$ cat src/rtl/sbx_pkg.sv
package sbx_pkg;
  typedef enum logic [2:0] {
    SEL_CTRL   = 3'd0,
    SEL_CNT_LO = 3'd1,
    SEL_CNT_HI = 3'd2,
    SEL_ADR_LO = 3'd3,
    SEL_ADR_HI = 3'd4,
    SEL_TRIG   = 3'd5,
    SEL_ACK    = 3'd6,
    SEL_NONE   = 3'd7
  } reg_sel_e;

  localparam logic [2:0] DEST_MAIN = 3'd2;
  localparam logic [2:0] DEST_SUB  = 3'd3;
  localparam logic [2:0] DEST_PRG  = 3'd5;
  localparam logic [2:0] DEST_WORD = 3'd7;

  localparam int CTRL_EN_BIT  = 1;
  localparam int CTRL_IE_BIT  = 6;
  localparam int STAT_BUSY_N  = 3;
  localparam int STAT_ENDI_N  = 6;
endpackage

$ cat src/rtl/sbx_burst.sv
module sbx_burst #(
  parameter int LEN_W = 9
) (
  input  logic             clk,
  input  logic             rst,
  input  logic             start,
  input  logic             abort,
  input  logic [LEN_W-1:0] len,
  output logic             active,
  output logic             last,
  output logic [LEN_W-1:0] idx
);
  logic [LEN_W-1:0] len_q;

  always_ff @(posedge clk) begin
    if (rst) begin
      active <= 1'b0;
      idx    <= '0;
      len_q  <= '0;
    end else if (abort) begin
      active <= 1'b0;
    end else if (start && len != '0) begin
      active <= 1'b1;
      idx    <= '0;
      len_q  <= len;
    end else if (active) begin
      if (last) active <= 1'b0;
      else      idx    <= idx + 1'b1;
    end
  end

  assign last = active && (idx == len_q - 1'b1);

  // the word index never runs past the burst length
  a_r9_idx_in_range: assert property (@(posedge clk) disable iff (rst)
    active |-> (idx < len_q));
endmodule

$ cat src/rtl/sbx_status.sv
module sbx_status (
  input  logic       clk,
  input  logic       rst,
  input  logic       ev_start,
  input  logic       ev_idle,
  input  logic       ev_end_irq,
  input  logic       ev_ack,
  output logic [7:0] status
);
  import sbx_pkg::*;
  logic busy_n_q, endi_n_q;

  always_ff @(posedge clk) begin
    if (rst) begin
      busy_n_q <= 1'b1;
      endi_n_q <= 1'b1;
    end else begin
      if (ev_start)   busy_n_q <= 1'b0;
      if (ev_idle)    busy_n_q <= 1'b1;
      if (ev_ack)     endi_n_q <= 1'b1;
      if (ev_end_irq) endi_n_q <= 1'b0;
    end
  end

  always_comb begin
    status = 8'hFF;
    status[STAT_BUSY_N] = busy_n_q;
    status[STAT_ENDI_N] = endi_n_q;
  end

  // an acknowledge with no completion in the same cycle re-arms bit 6
  a_r8_ack_sets: assert property (@(posedge clk) disable iff (rst)
    (ev_ack && !ev_end_irq) |=> status[STAT_ENDI_N]);
endmodule

$ cat src/rtl/sbx_xfer.sv
module sbx_xfer #(
  parameter int CNT_W       = 16,
  parameter int BUF_AW      = 16,
  parameter int DMA_AW      = 16,
  parameter int BURST_WORDS = 256,
  parameter int WBANK_BITS  = 14,
  parameter int WFLAT_BITS  = 15,
  parameter int DST_AW      = 19
) (
  input  logic              clk,
  input  logic              rst,
  input  logic              reg_we,
  input  logic [2:0]        reg_sel,
  input  logic [7:0]        reg_wdata,
  input  logic [2:0]        dest_sel,
  input  logic              irq_mask,
  input  logic              bank_mode,
  input  logic              bank_sel,
  input  logic              dma_adr_we,
  input  logic [DMA_AW-1:0] dma_adr_wdata,
  input  logic              dma_start,
  input  logic              host_rd,
  input  logic              host_sub,
  output logic [BUF_AW-1:0] buf_addr,
  output logic [BUF_AW-1:0] buf_addr_nxt,
  input  logic [7:0]        buf_byte0,
  input  logic [7:0]        buf_byte1,
  output logic [15:0]       host_rdata,
  output logic              dma_we,
  output logic [2:0]        dma_dest,
  output logic              dma_bank,
  output logic [DST_AW-1:0] dma_waddr,
  output logic [15:0]       dma_wdata,
  output logic [CNT_W-1:0]  byte_count,
  output logic [DMA_AW-1:0] dma_adr,
  output logic              busy,
  output logic              end_flag,
  output logic [7:0]        if_status,
  output logic              irq
);
  import sbx_pkg::*;

  localparam int LEN_W       = $clog2(BURST_WORDS) + 1;
  localparam int BURST_BYTES = 2 * BURST_WORDS;

  reg_sel_e          sel;
  logic [CNT_W-1:0]  cnt_q;
  logic [BUF_AW-1:0] dac_q;
  logic              ctrl_en_q, ctrl_ie_q, busy_q, end_q, irq_q, fin_q;
  logic [LEN_W-1:0]  blen_q, blen_nx, b_idx;
  logic [CNT_W:0]    half_cnt;
  logic [DST_AW-1:0] base_q, base_nx;
  logic              b_active, b_last;
  logic              ctrl_wr, abort, trig, ack, dest_ok, rd_ok, rd_done;
  logic              dma_ok, cnt_fin, complete;

  assign sel      = reg_sel_e'(reg_sel);
  assign ctrl_wr  = reg_we && sel == SEL_CTRL;
  assign abort    = ctrl_wr && !reg_wdata[CTRL_EN_BIT];
  assign trig     = reg_we && sel == SEL_TRIG && ctrl_en_q;
  assign ack      = reg_we && sel == SEL_ACK;
  assign dest_ok  = host_sub ? (dest_sel == DEST_SUB) : (dest_sel == DEST_MAIN);
  assign rd_ok    = host_rd && busy_q && !b_active && dest_ok;
  assign rd_done  = rd_ok && (cnt_q <= CNT_W'(2));
  assign cnt_fin  = cnt_q <= CNT_W'(BURST_BYTES);
  assign dma_ok   = dma_start && busy_q && !b_active &&
                    (dest_sel == DEST_PRG || dest_sel == DEST_WORD);
  assign complete = rd_done || (dma_ok && cnt_fin);
  assign half_cnt = ({1'b0, cnt_q} + 1'b1) >> 1;
  assign blen_nx  = cnt_fin ? LEN_W'(half_cnt) : LEN_W'(BURST_WORDS);

  always_comb begin
    if (dest_sel == DEST_WORD) begin
      if (bank_mode) base_nx = DST_AW'({dma_adr[WBANK_BITS-1:0], 3'b000});
      else           base_nx = DST_AW'({dma_adr[WFLAT_BITS-1:0], 3'b000});
    end else begin
      base_nx = DST_AW'({dma_adr, 3'b000});
    end
  end

  sbx_burst #(.LEN_W(LEN_W)) u_burst (
    .clk(clk), .rst(rst), .start(dma_ok), .abort(abort), .len(blen_nx),
    .active(b_active), .last(b_last), .idx(b_idx)
  );

  sbx_status u_status (
    .clk(clk), .rst(rst), .ev_start(trig), .ev_idle(abort || complete),
    .ev_end_irq(complete && ctrl_ie_q), .ev_ack(ack), .status(if_status)
  );

  always_ff @(posedge clk) begin
    if (rst) begin
      cnt_q <= '0; dac_q <= '0; dma_adr <= '0;
      ctrl_en_q <= 1'b0; ctrl_ie_q <= 1'b0;
      busy_q <= 1'b0; end_q <= 1'b0; irq_q <= 1'b0; fin_q <= 1'b0;
      blen_q <= '0; base_q <= '0; host_rdata <= '0;
      dma_we <= 1'b0; dma_dest <= '0; dma_bank <= 1'b0;
      dma_waddr <= '0; dma_wdata <= '0;
    end else begin
      irq_q  <= 1'b0;
      dma_we <= 1'b0;
      if (reg_we) begin
        case (sel)
          SEL_CTRL:   begin
                        ctrl_en_q <= reg_wdata[CTRL_EN_BIT];
                        ctrl_ie_q <= reg_wdata[CTRL_IE_BIT];
                      end
          SEL_CNT_LO: cnt_q[7:0]        <= reg_wdata;
          SEL_CNT_HI: cnt_q[CNT_W-1:8]  <= reg_wdata[CNT_W-9:0];
          SEL_ADR_LO: dac_q[7:0]        <= reg_wdata;
          SEL_ADR_HI: dac_q[BUF_AW-1:8] <= reg_wdata[BUF_AW-9:0];
          default: ;
        endcase
      end
      if (abort) begin
        cnt_q  <= '0;
        busy_q <= 1'b0;
      end
      if (trig) begin
        busy_q <= 1'b1;
        end_q  <= 1'b0;
      end
      if (host_rd) host_rdata <= rd_ok ? {buf_byte0, buf_byte1} : 16'h0000;
      if (rd_ok) begin
        dac_q <= dac_q + BUF_AW'(2);
        cnt_q <= rd_done ? '0 : cnt_q - CNT_W'(2);
      end
      if (complete) begin
        busy_q <= 1'b0;
        end_q  <= 1'b1;
        irq_q  <= ctrl_ie_q && irq_mask;
      end
      if (dma_ok) begin
        blen_q   <= blen_nx;
        fin_q    <= cnt_fin;
        base_q   <= base_nx;
        dma_dest <= dest_sel;
        dma_bank <= (dest_sel == DEST_WORD) && bank_mode && bank_sel;
      end
      if (b_active && !abort) begin
        dma_we    <= 1'b1;
        dma_waddr <= base_q + DST_AW'({b_idx, 1'b0});
        dma_wdata <= {buf_byte0, buf_byte1};
        dac_q     <= dac_q + BUF_AW'(2);
        if (b_last) begin
          cnt_q   <= fin_q ? '0 : cnt_q - CNT_W'(BURST_BYTES);
          dma_adr <= dma_adr + DMA_AW'(blen_q >> 2);
        end
      end
      if (dma_adr_we) dma_adr <= dma_adr_wdata;
    end
  end

  assign buf_addr     = dac_q;
  assign buf_addr_nxt = dac_q + BUF_AW'(1);
  assign byte_count   = cnt_q;
  assign busy         = busy_q;
  assign end_flag     = end_q;
  assign irq          = irq_q;

  // internal busy and the active-low status bit always agree
  a_r2_busy_matches_status: assert property (@(posedge clk) disable iff (rst)
    busy_q == !if_status[STAT_BUSY_N]);
  // an interrupt pulse only accompanies an ended transfer with bit 6 low
  a_r7_irq_with_end: assert property (@(posedge clk) disable iff (rst)
    irq_q |-> (end_q && !if_status[STAT_ENDI_N]));
  // an abort leaves count zero and the engine idle
  a_r3_abort_idle: assert property (@(posedge clk) disable iff (rst)
    (abort && !trig) |=> (cnt_q == '0 && !busy_q));
  // a non-final accepted read removes exactly two bytes
  a_r5_count_step: assert property (@(posedge clk) disable iff (rst)
    (rd_ok && !rd_done && !reg_we) |=> (cnt_q == $past(cnt_q) - CNT_W'(2)));
  // destination writes only target program or word memory
  a_r11_dest_valid: assert property (@(posedge clk) disable iff (rst)
    dma_we |-> (dma_dest == DEST_PRG || dma_dest == DEST_WORD));
endmodule

$ cat config.mk
export PLATFORM = sky130hd
export DESIGN_NAME = sbx_xfer
export DESIGN_NICKNAME = d
export VERILOG_FILES = /design/src/rtl/sbx_pkg.sv /design/src/rtl/sbx_burst.sv /design/src/rtl/sbx_status.sv /design/src/rtl/sbx_xfer.sv
export SDC_FILE = /design/constraint.sdc
export NUM_CORES = 1
export LEC_CHECK = 0
export BUFFER_PORTS_ARGS = -buffer_cell sky130_fd_sc_hd__buf_2
export CORE_UTILIZATION = 38
export CTS_BUF_LIST = sky130_fd_sc_hd__clkbuf_16
export DETAILED_ROUTE_END_ITERATION = 8
export PLACE_DENSITY_LB_ADDON = 0.3
export SYNTH_ARGS = -nofsm -noshare
export SYNTH_HDL_FRONTEND = slang
export SYNTH_SLANG_ARGS = --single-unit
$ cat constraint.sdc
create_clock -name clk -period 7.97 [get_ports clk]
set_clock_uncertainty 0.1 [all_clocks]
set_input_delay 0.3985 -clock clk [delete_from_list [all_inputs] [get_ports clk]]
set_output_delay 0.3985 -clock clk [all_outputs]
set_load 0.01 [all_outputs]
==> results.yml, run 1 <==
logic_synthesis:
  synth_top_cell_area_share: 0.3551
  async_flop_share: 0
  ys_seq_elements: 153
  syn_area_per_cell_um2: 7.813
  synth_largest_area_cell: "dfxtp_1"
  yosysSeqAreaShare: 0.3551
  yosysWarnings: 0
  synth_common_cells: "nand2_1 (155), dfxtp_1 (153), nor2_1 (118)"
  post_synth_num_cell_types: 75
  synthFlopType: "dfxtp_1"
  yosysMostFrequentCell: "nand2_1"
  synth_area_mm2: 0.008626
  synthCells: 1104
  synth_edf_count: 0
  netlist_top_cells_area: "dfxtp_1 (36%), nand2_1 (6.7%), a21oi_1 (6.1%)"
sta:
  tightestPinTransition_ns: 1.281
  fmax_mhz: 272.3
  rsz0062_at_grt: "false"
  period_share: 0.4607
  hold_violations: 0
  setup_viol: 0
  fin_setup_tns_ns: 0
  relSlewSlack: 0.1380
  fin_crit_ns: 3.672
  drv_slew: 0
critical_path:
  path_class: "flip-flop to flip-flop"
  crit_path_end_kind: "flip-flop"
  r2r_start: "byte_count[2]$_SDFFE_PP0P_"
  endpoint: "u_burst.idx[6]$_SDFFE_PP0P_"
  reg2regPathDepth: 9
  r2r_end: "u_burst.idx[6]$_SDFFE_PP0P_"
  rrSetupSlack_ns: 4.30
  critPathLaunchType: "flip-flop"
  worst_ep_required_time_ns: 8.16
  worstSetupStartpoint: "byte_count[2]$_SDFFE_PP0P_"
  path_max_fanout: 12
  worstPathArrival_ns: 3.86
place:
  dp_hpwl_mm: 17.72
  finalWeightedCongestion: 0.9086
  dp_cells: 1487
  io_buffers: 179
cells_and_area:
  antenna_cells: 0
  drive_gt1_frac: 0.2003
  finalNetCount: 1308
  final_cells: 1518
  area_growth_pct: 17.29
route:
  firstDrtPassIters: 9
  first_iter_violations: 469
  drc: 8
  wl_per_cell_um: 16.32
  ant_nets: 0
  vias: 8299
  viasPerCell: 5.467
  wirelength_mm: 24.77
die:
  die-height_um: 152.7
  start_util: 0.3916
  io_pins: 187
  core_area_mm2: 0.02203
  die_w_um: 152.7
  rows: 54
  dieArea_mm2: 0.02331
run:
  max-cap-violations: 0
clock_network:
  cts_inserted_buffers: 17
  ctsHoldBuffers: 0
  cts-resized-gates: 0
  path_clk_slew_ns: 0.07
  cts_setup_buffers: 0
  clock_latency_ns: 0.42
  htree_levels: 4
  clockBufferDepth: 2
  clkSinkCount: 153
  cts_tree: "done"
  root_buffer: "clkbuf_16"
min_path:
  hold_start: "buf_byte1[6]"
  worstHoldPathType: "primary input to flip-flop"
  min_path_cells: 3
pwr:
  power_density_mw_per_mm2: 172.5
  irDropWorstVdd_uv: 108.8
  p_leak_nw: 4.113
global_routing:
  antenna_found_initial: 1
  grt_pass1_wl_mm: 40.23
  overflow: 0
  grt_max_degree: 57
  grt.total_usage: 0.2123
  first_global_vias: 7862
status:
  violations: "design-rule violations"
  outcome: "finished, violations left"
-- cells by family after synthesis --
logic type,after synthesis,synth area share
multiplexers,19,0.02263
AO/OA/AOI/OAI,263,0.2019
buffers and inverters,121,0.06716
adder cells (fa/ha/maj),26,0.03946
flip-flops,153,0.3551
XOR/XNOR,46,0.04671
AND/OR/NAND/NOR,474,0.2662
other,2,0.0008706
-- power by group --
group / switching [mW] / leakage (nW) / internal [mW] / total [mW]
registers: 0.0160 / 1.24 / 0.774 / 0.790
clock network: 0.340 / 0.283 / 0.493 / 0.833
logic: 0.0778 / 2.59 / 0.0446 / 0.122
total: 0.434 / 4.11 / 1.31 / 1.75
-- how the worst min path moves through the flow --
stage | endpoint | slack, ns
after floorplan | base_q[3]$_SDFFE_PP0P_ | 0.34
after global placement | dma_bank$_SDFFE_PP0P_ | 0.34
after detailed placement | dma_bank$_SDFFE_PP0P_ | 0.34
after CTS | host_rdata[7]$_SDFFE_PP0P_ | 0.1
after global routing | host_rdata[6]$_SDFFE_PP0P_ | 0.11
final | host_rdata[6]$_SDFFE_PP0P_ | 0.11
-- cell type report --
| type | count | area [um2] |
|---|---|---|
| well taps | 280 | 350.3 |
| inverters | 31 | 116.4 |
| multi-input cells | 835 | 5022 |
| clock inverters | 14 | 173.9 |
| clock buffers | 17 | 425.4 |
| repair buffers | 188 | 965.9 |
| fillers | 2214 | 11910 |
| flip-flops and latches | 153 | 3063 |
-- sequential cells by signal, summed over array words and instances (netlist names), 3 cells and up --
register and count:
base_q 16, host_rdata 16, dma_waddr 18, blen_q 7, buf_addr 16, dma_wdata 16
byte_count 16, dma_adr 16, u_burst.idx 9, u_burst.len_q 9, dma_dest 3
-- critical path, stage by stage (launching register included) --
cell and delay, ns:
dfxtp_1 0.53, ha_1 0.24, and4_1 0.28, nand3_1 0.13
o211a_1 0.30, a31oi_1 0.52, nor2b_1 0.62, buf_4 0.28
or3b_1 0.38, a31oi_2 0.13
-- per-layer routing --
layer,part of all wire,GRT usage,vias to the layer above
li1,-,-,4132
met1,0.46,0.2695,3857
met2,0.46,0.3510,265
met3,0.064,0.04920,43
met4,0.020,0.07552,2
met5,0.00077,0,-
-- through the flow --
step	power, mW	cell area [um2]	util	worst slack, ns	hold slack (ns)
after detailed placement	0.9290	9518	0.4321	4.343	0.3408
after CTS	1.761	10120	0.4593	4.295	0.09901
final	1.745	10120	0.4593	4.298	0.1140
after floorplan	0.8853	8645	-	5.116	0.3400
after global placement	0.9282	9518	0.4321	4.460	0.3362
after global routing	1.812	10120	0.4593	4.013	0.1102
-- placed cells by master, fill, tap and decap left out, drive strengths merged, types with 7 or more instances in the layout --
master and instances:
nor4 13, nand3 32, and3 21, nor2b 29
buf 188, o31ai 10, a31oi 19, xnor2 24
or4 10, nor3b 8, o21ai 42, dfxtp 153
or3 15, a211oi 15, nand2 155, mux2i 15
nor2 118, ha 24, inv 33, xor2 22
a21oi 105, a221oi 9, clkbuf 17, nor3 26
conb 7, a311oi 17, nand4 13
Note: power is estimated with default switching activity, not from simulation.
==> run 2, diff against run 1 <==
ABC_AREA = 1   (was default)
clock period = 3.7 ns   (was 7.97 ns; I/O delays follow)
==> run 2 against run 1 <==
Net effect:
- the flow now finishes without violations
- area after synthesis up 5.7%
- total power grew 110%
- critical path type unchanged
- routed wire length is 6.0% higher
- non-clock buffer count grew 18
- sequential share of layout area decreased by 1.9 points
- core utilization up 0.11 points
- clock power is 100% higher
- die area grew 5.7%
- flip-flop and latch count unchanged
- critical endpoint is now dma_waddr[11]$_SDFFE_PP0P_
==> results.yml, run 2 <==
status:
  outcome: "finished clean"
cells_and_area:
  final_cell_mix: "nand2_1 (328), nor2_1 (203), buf_2 (179)"
  area_growth_pct: 18.48
  multi_input_area_mm2: 0.005056
  register_area_mm2: 0.003063
  n_fill_cell: 2405
  mostFrequentLayoutCell: "nand2_1"
  finalNetCount: 1626
  antenna_cells: 0
  largest_reg_flops: 18
  drive_gt1_frac: 0.1613
  top_register: "dma_waddr"
  final_util: 0.4604
route:
  drc: 0
  viasPerCell: 4.900
  ant_nets: 0
  vias: 9187
  firstDrtPassIters: 5
  wirelength_mm: 26.25
  first_iter_violations: 657
  wl_per_cell_um: 14.00
die:
  core_area_mm2: 0.02347
  die-height_um: 156.9
  die_w_um: 156.9
  io_pins: 187
  start_util: 0.3886
  rows: 56
  dieArea_mm2: 0.02463
critical_path:
  cp_slowest_cell: "dfxtp_1"
  cp_common_cell: "inv_1"
  path_max_fanout: 5
  crit_path_end_kind: "flip-flop"
  path_cells: "ha_1, inv_1, fa_1, nand3b_1, nand2_1, inv_1, o21ai_0, inv_1, or2_2, nand3_1, o211ai_1, inv_1"
  worstPathArrival_ns: 2.86
  critPathLaunchType: "flip-flop"
  worst_ep_required_time_ns: 3.97
  critical-path-top-delay-family: "simple AND/OR/NAND/NOR gates"
  crit_buf_inv: 4
  path_class: "flip-flop to flip-flop"
  cpPeakStageDelay_ns: 0.45
logic_synthesis:
  ys_seq_elements: 153
  synthCells: 1389
  post_synth_num_cell_types: 46
  syn_area_per_cell_um2: 6.567
  yosysSeqAreaShare: 0.3358
  netlist_top_cells_area: "dfxtp_1 (34%), nand2_1 (13%), nor2_1 (8.4%)"
  synth_edf_count: 0
  yosysMostFrequentCell: "nand2_1"
  synth_largest_area_cell: "dfxtp_1"
  synth_top_cell_area_share: 0.3358
  yosysWarnings: 0
  synthFlopType: "dfxtp_1"
  synth_area_mm2: 0.009121
  synth_common_cells: "nand2_1 (328), nor2_1 (204), dfxtp_1 (153)"
  async_flop_share: 0
global_routing:
  antenna_found_initial: 0
  grt_pass1_wl_mm: 41.77
  grt.total_usage: 0.2133
  first_global_vias: 8335
  overflow: 0
  grt_max_degree: 67
pwr:
  seq_power_share: 0.459
  p_leak_nw: 5.226
  power_density_mw_per_mm2: 343.0
  total_power_mw: 3.707
  swShare: 0.2655
  power.internal_mw: 2.722
  p_comb_frac: 0.092
  p_sw_mw: 0.9842
  pwr-share-clk: 0.450
  irDropWorstVdd_uv: 294.8
sta:
  hold_violations: 0
  drv_slew: 0
  fin_setup_tns_ns: 0
  fmax_mhz: 385.5
  worst_slack_ns: 1.106
  period_share: 0.7010
  tightestPinTransition_ns: 0.8378
  setup_viol: 0
  relSlewSlack: 0.4409
  fin_crit_ns: 2.594
  rsz0062_at_grt: "false"
clock_network:
  clock_latency_ns: 0.43
  cts-resized-gates: 0
  path_clk_slew_ns: 0.06
  root_buffer: "clkbuf_16"
  cts_setup_buffers: 0
  cts_tree: "done"
  cts_inserted_buffers: 17
  htree_levels: 4
  clockBufferDepth: 2
  ctsHoldBuffers: 19
  clkSinkCount: 153
place:
  finalWeightedCongestion: 0.9051
  dp_hpwl_mm: 19.26
  io_buffers: 179
  dp_slack_ns: 0.9399
min_path:
  worstHoldPathType: "primary input to flip-flop"
run:
  max-cap-violations: 0
[run 2: cell count changes after synthesis, moves of 29 or more]
| cell | change |
|---|---|
| inv_1 | +121 |
| nor2_1 | +86 |
| nand3_1 | +39 |
| nor2b_1 | -29 |
| nand2_1 | +173 |
| o21ai_0 | +71 |
[run 2: worst paths after layout]
path / from / endpoint / slack [ns] / depth (start not counted)
worst min-delay path: dma_adr_wdata[13] / dma_adr[13]$_SDFFE_PP0P_ / 0.02 / 5
worst max register to register: u_burst.idx[2]$_SDFFE_PP0P_ / dma_waddr[11]$_SDFFE_PP0P_ / 1.11 / 12
worst max-delay path: u_burst.idx[2]$_SDFFE_PP0P_ / dma_waddr[11]$_SDFFE_PP0P_ / 1.11 / 12
worst min register to register: host_rdata[13]$_SDFFE_PP0P_ / host_rdata[13]$_SDFFE_PP0P_ / 0.36 / 2
[run 2: cell families after synthesis]
| family | after synthesis | share of synthesized area |
|---|---|---|
| simple gates | 661 | 0.3037 |
| compound gates | 249 | 0.1477 |
| buf+inv | 233 | 0.1122 |
| flops | 153 | 0.3358 |
| xor+xnor | 65 | 0.06241 |
| fa+ha+maj | 26 | 0.03731 |
| other cells | 2 | 0.0008234 |
[run 2: layout make-up]
| cell class | count | share of cell area |
|---|---|---|
| multi-input combinational | 1008 | 0.4679 |
| sequential | 153 | 0.2834 |
| timing repair buffer | 206 | 0.1061 |
| inverter | 158 | 0.05488 |
| clock buffer | 17 | 0.03937 |
| tap | 319 | 0.03693 |
| clock inverter | 14 | 0.01146 |
[run 2: per-layer routing]
layer	GRT usage	up-vias	wire length, um
met5	0	-	0
met4	0.06723	0	412
met2	0.3575	280	12350
li1	-	4715	-
met3	0.03166	32	1346
met1	0.2805	4160	12140
[run 2: per-stage QoR]
stage          hold WS [ns]  instances  instance area, um2
2_1_floorplan        0.1695       1394                9140
3_3_place_gp         0.3266       1825               10070
3_5_place_dp         0.3245       1825               10070
4_1_cts            0.001317       1875               10810
5_1_grt             0.01955       1875               10810
6_report            0.01514       1875               10810
[run 2: power by group through the flow]
stage                     Combinational (mW)  Sequential (mW)  Clock [mW]
after floorplan                        0.222             1.73           0
after global placement                 0.319             1.74           0
after detailed placement               0.320             1.74           0
after CTS                              0.338             1.70        1.69
after global routing                   0.379             1.70        1.76
final                                  0.339             1.70        1.67
[run 2: worst reg2reg max path, delay by kind of cell, from the launching register on]
family,cells,cell delay (ns)
AND/OR/NAND/NOR,4,0.64
adder cells (fa/ha/maj),2,0.61
flip-flops,1,0.45
AO/OA/AOI/OAI,2,0.42
buffers and inverters,4,0.33
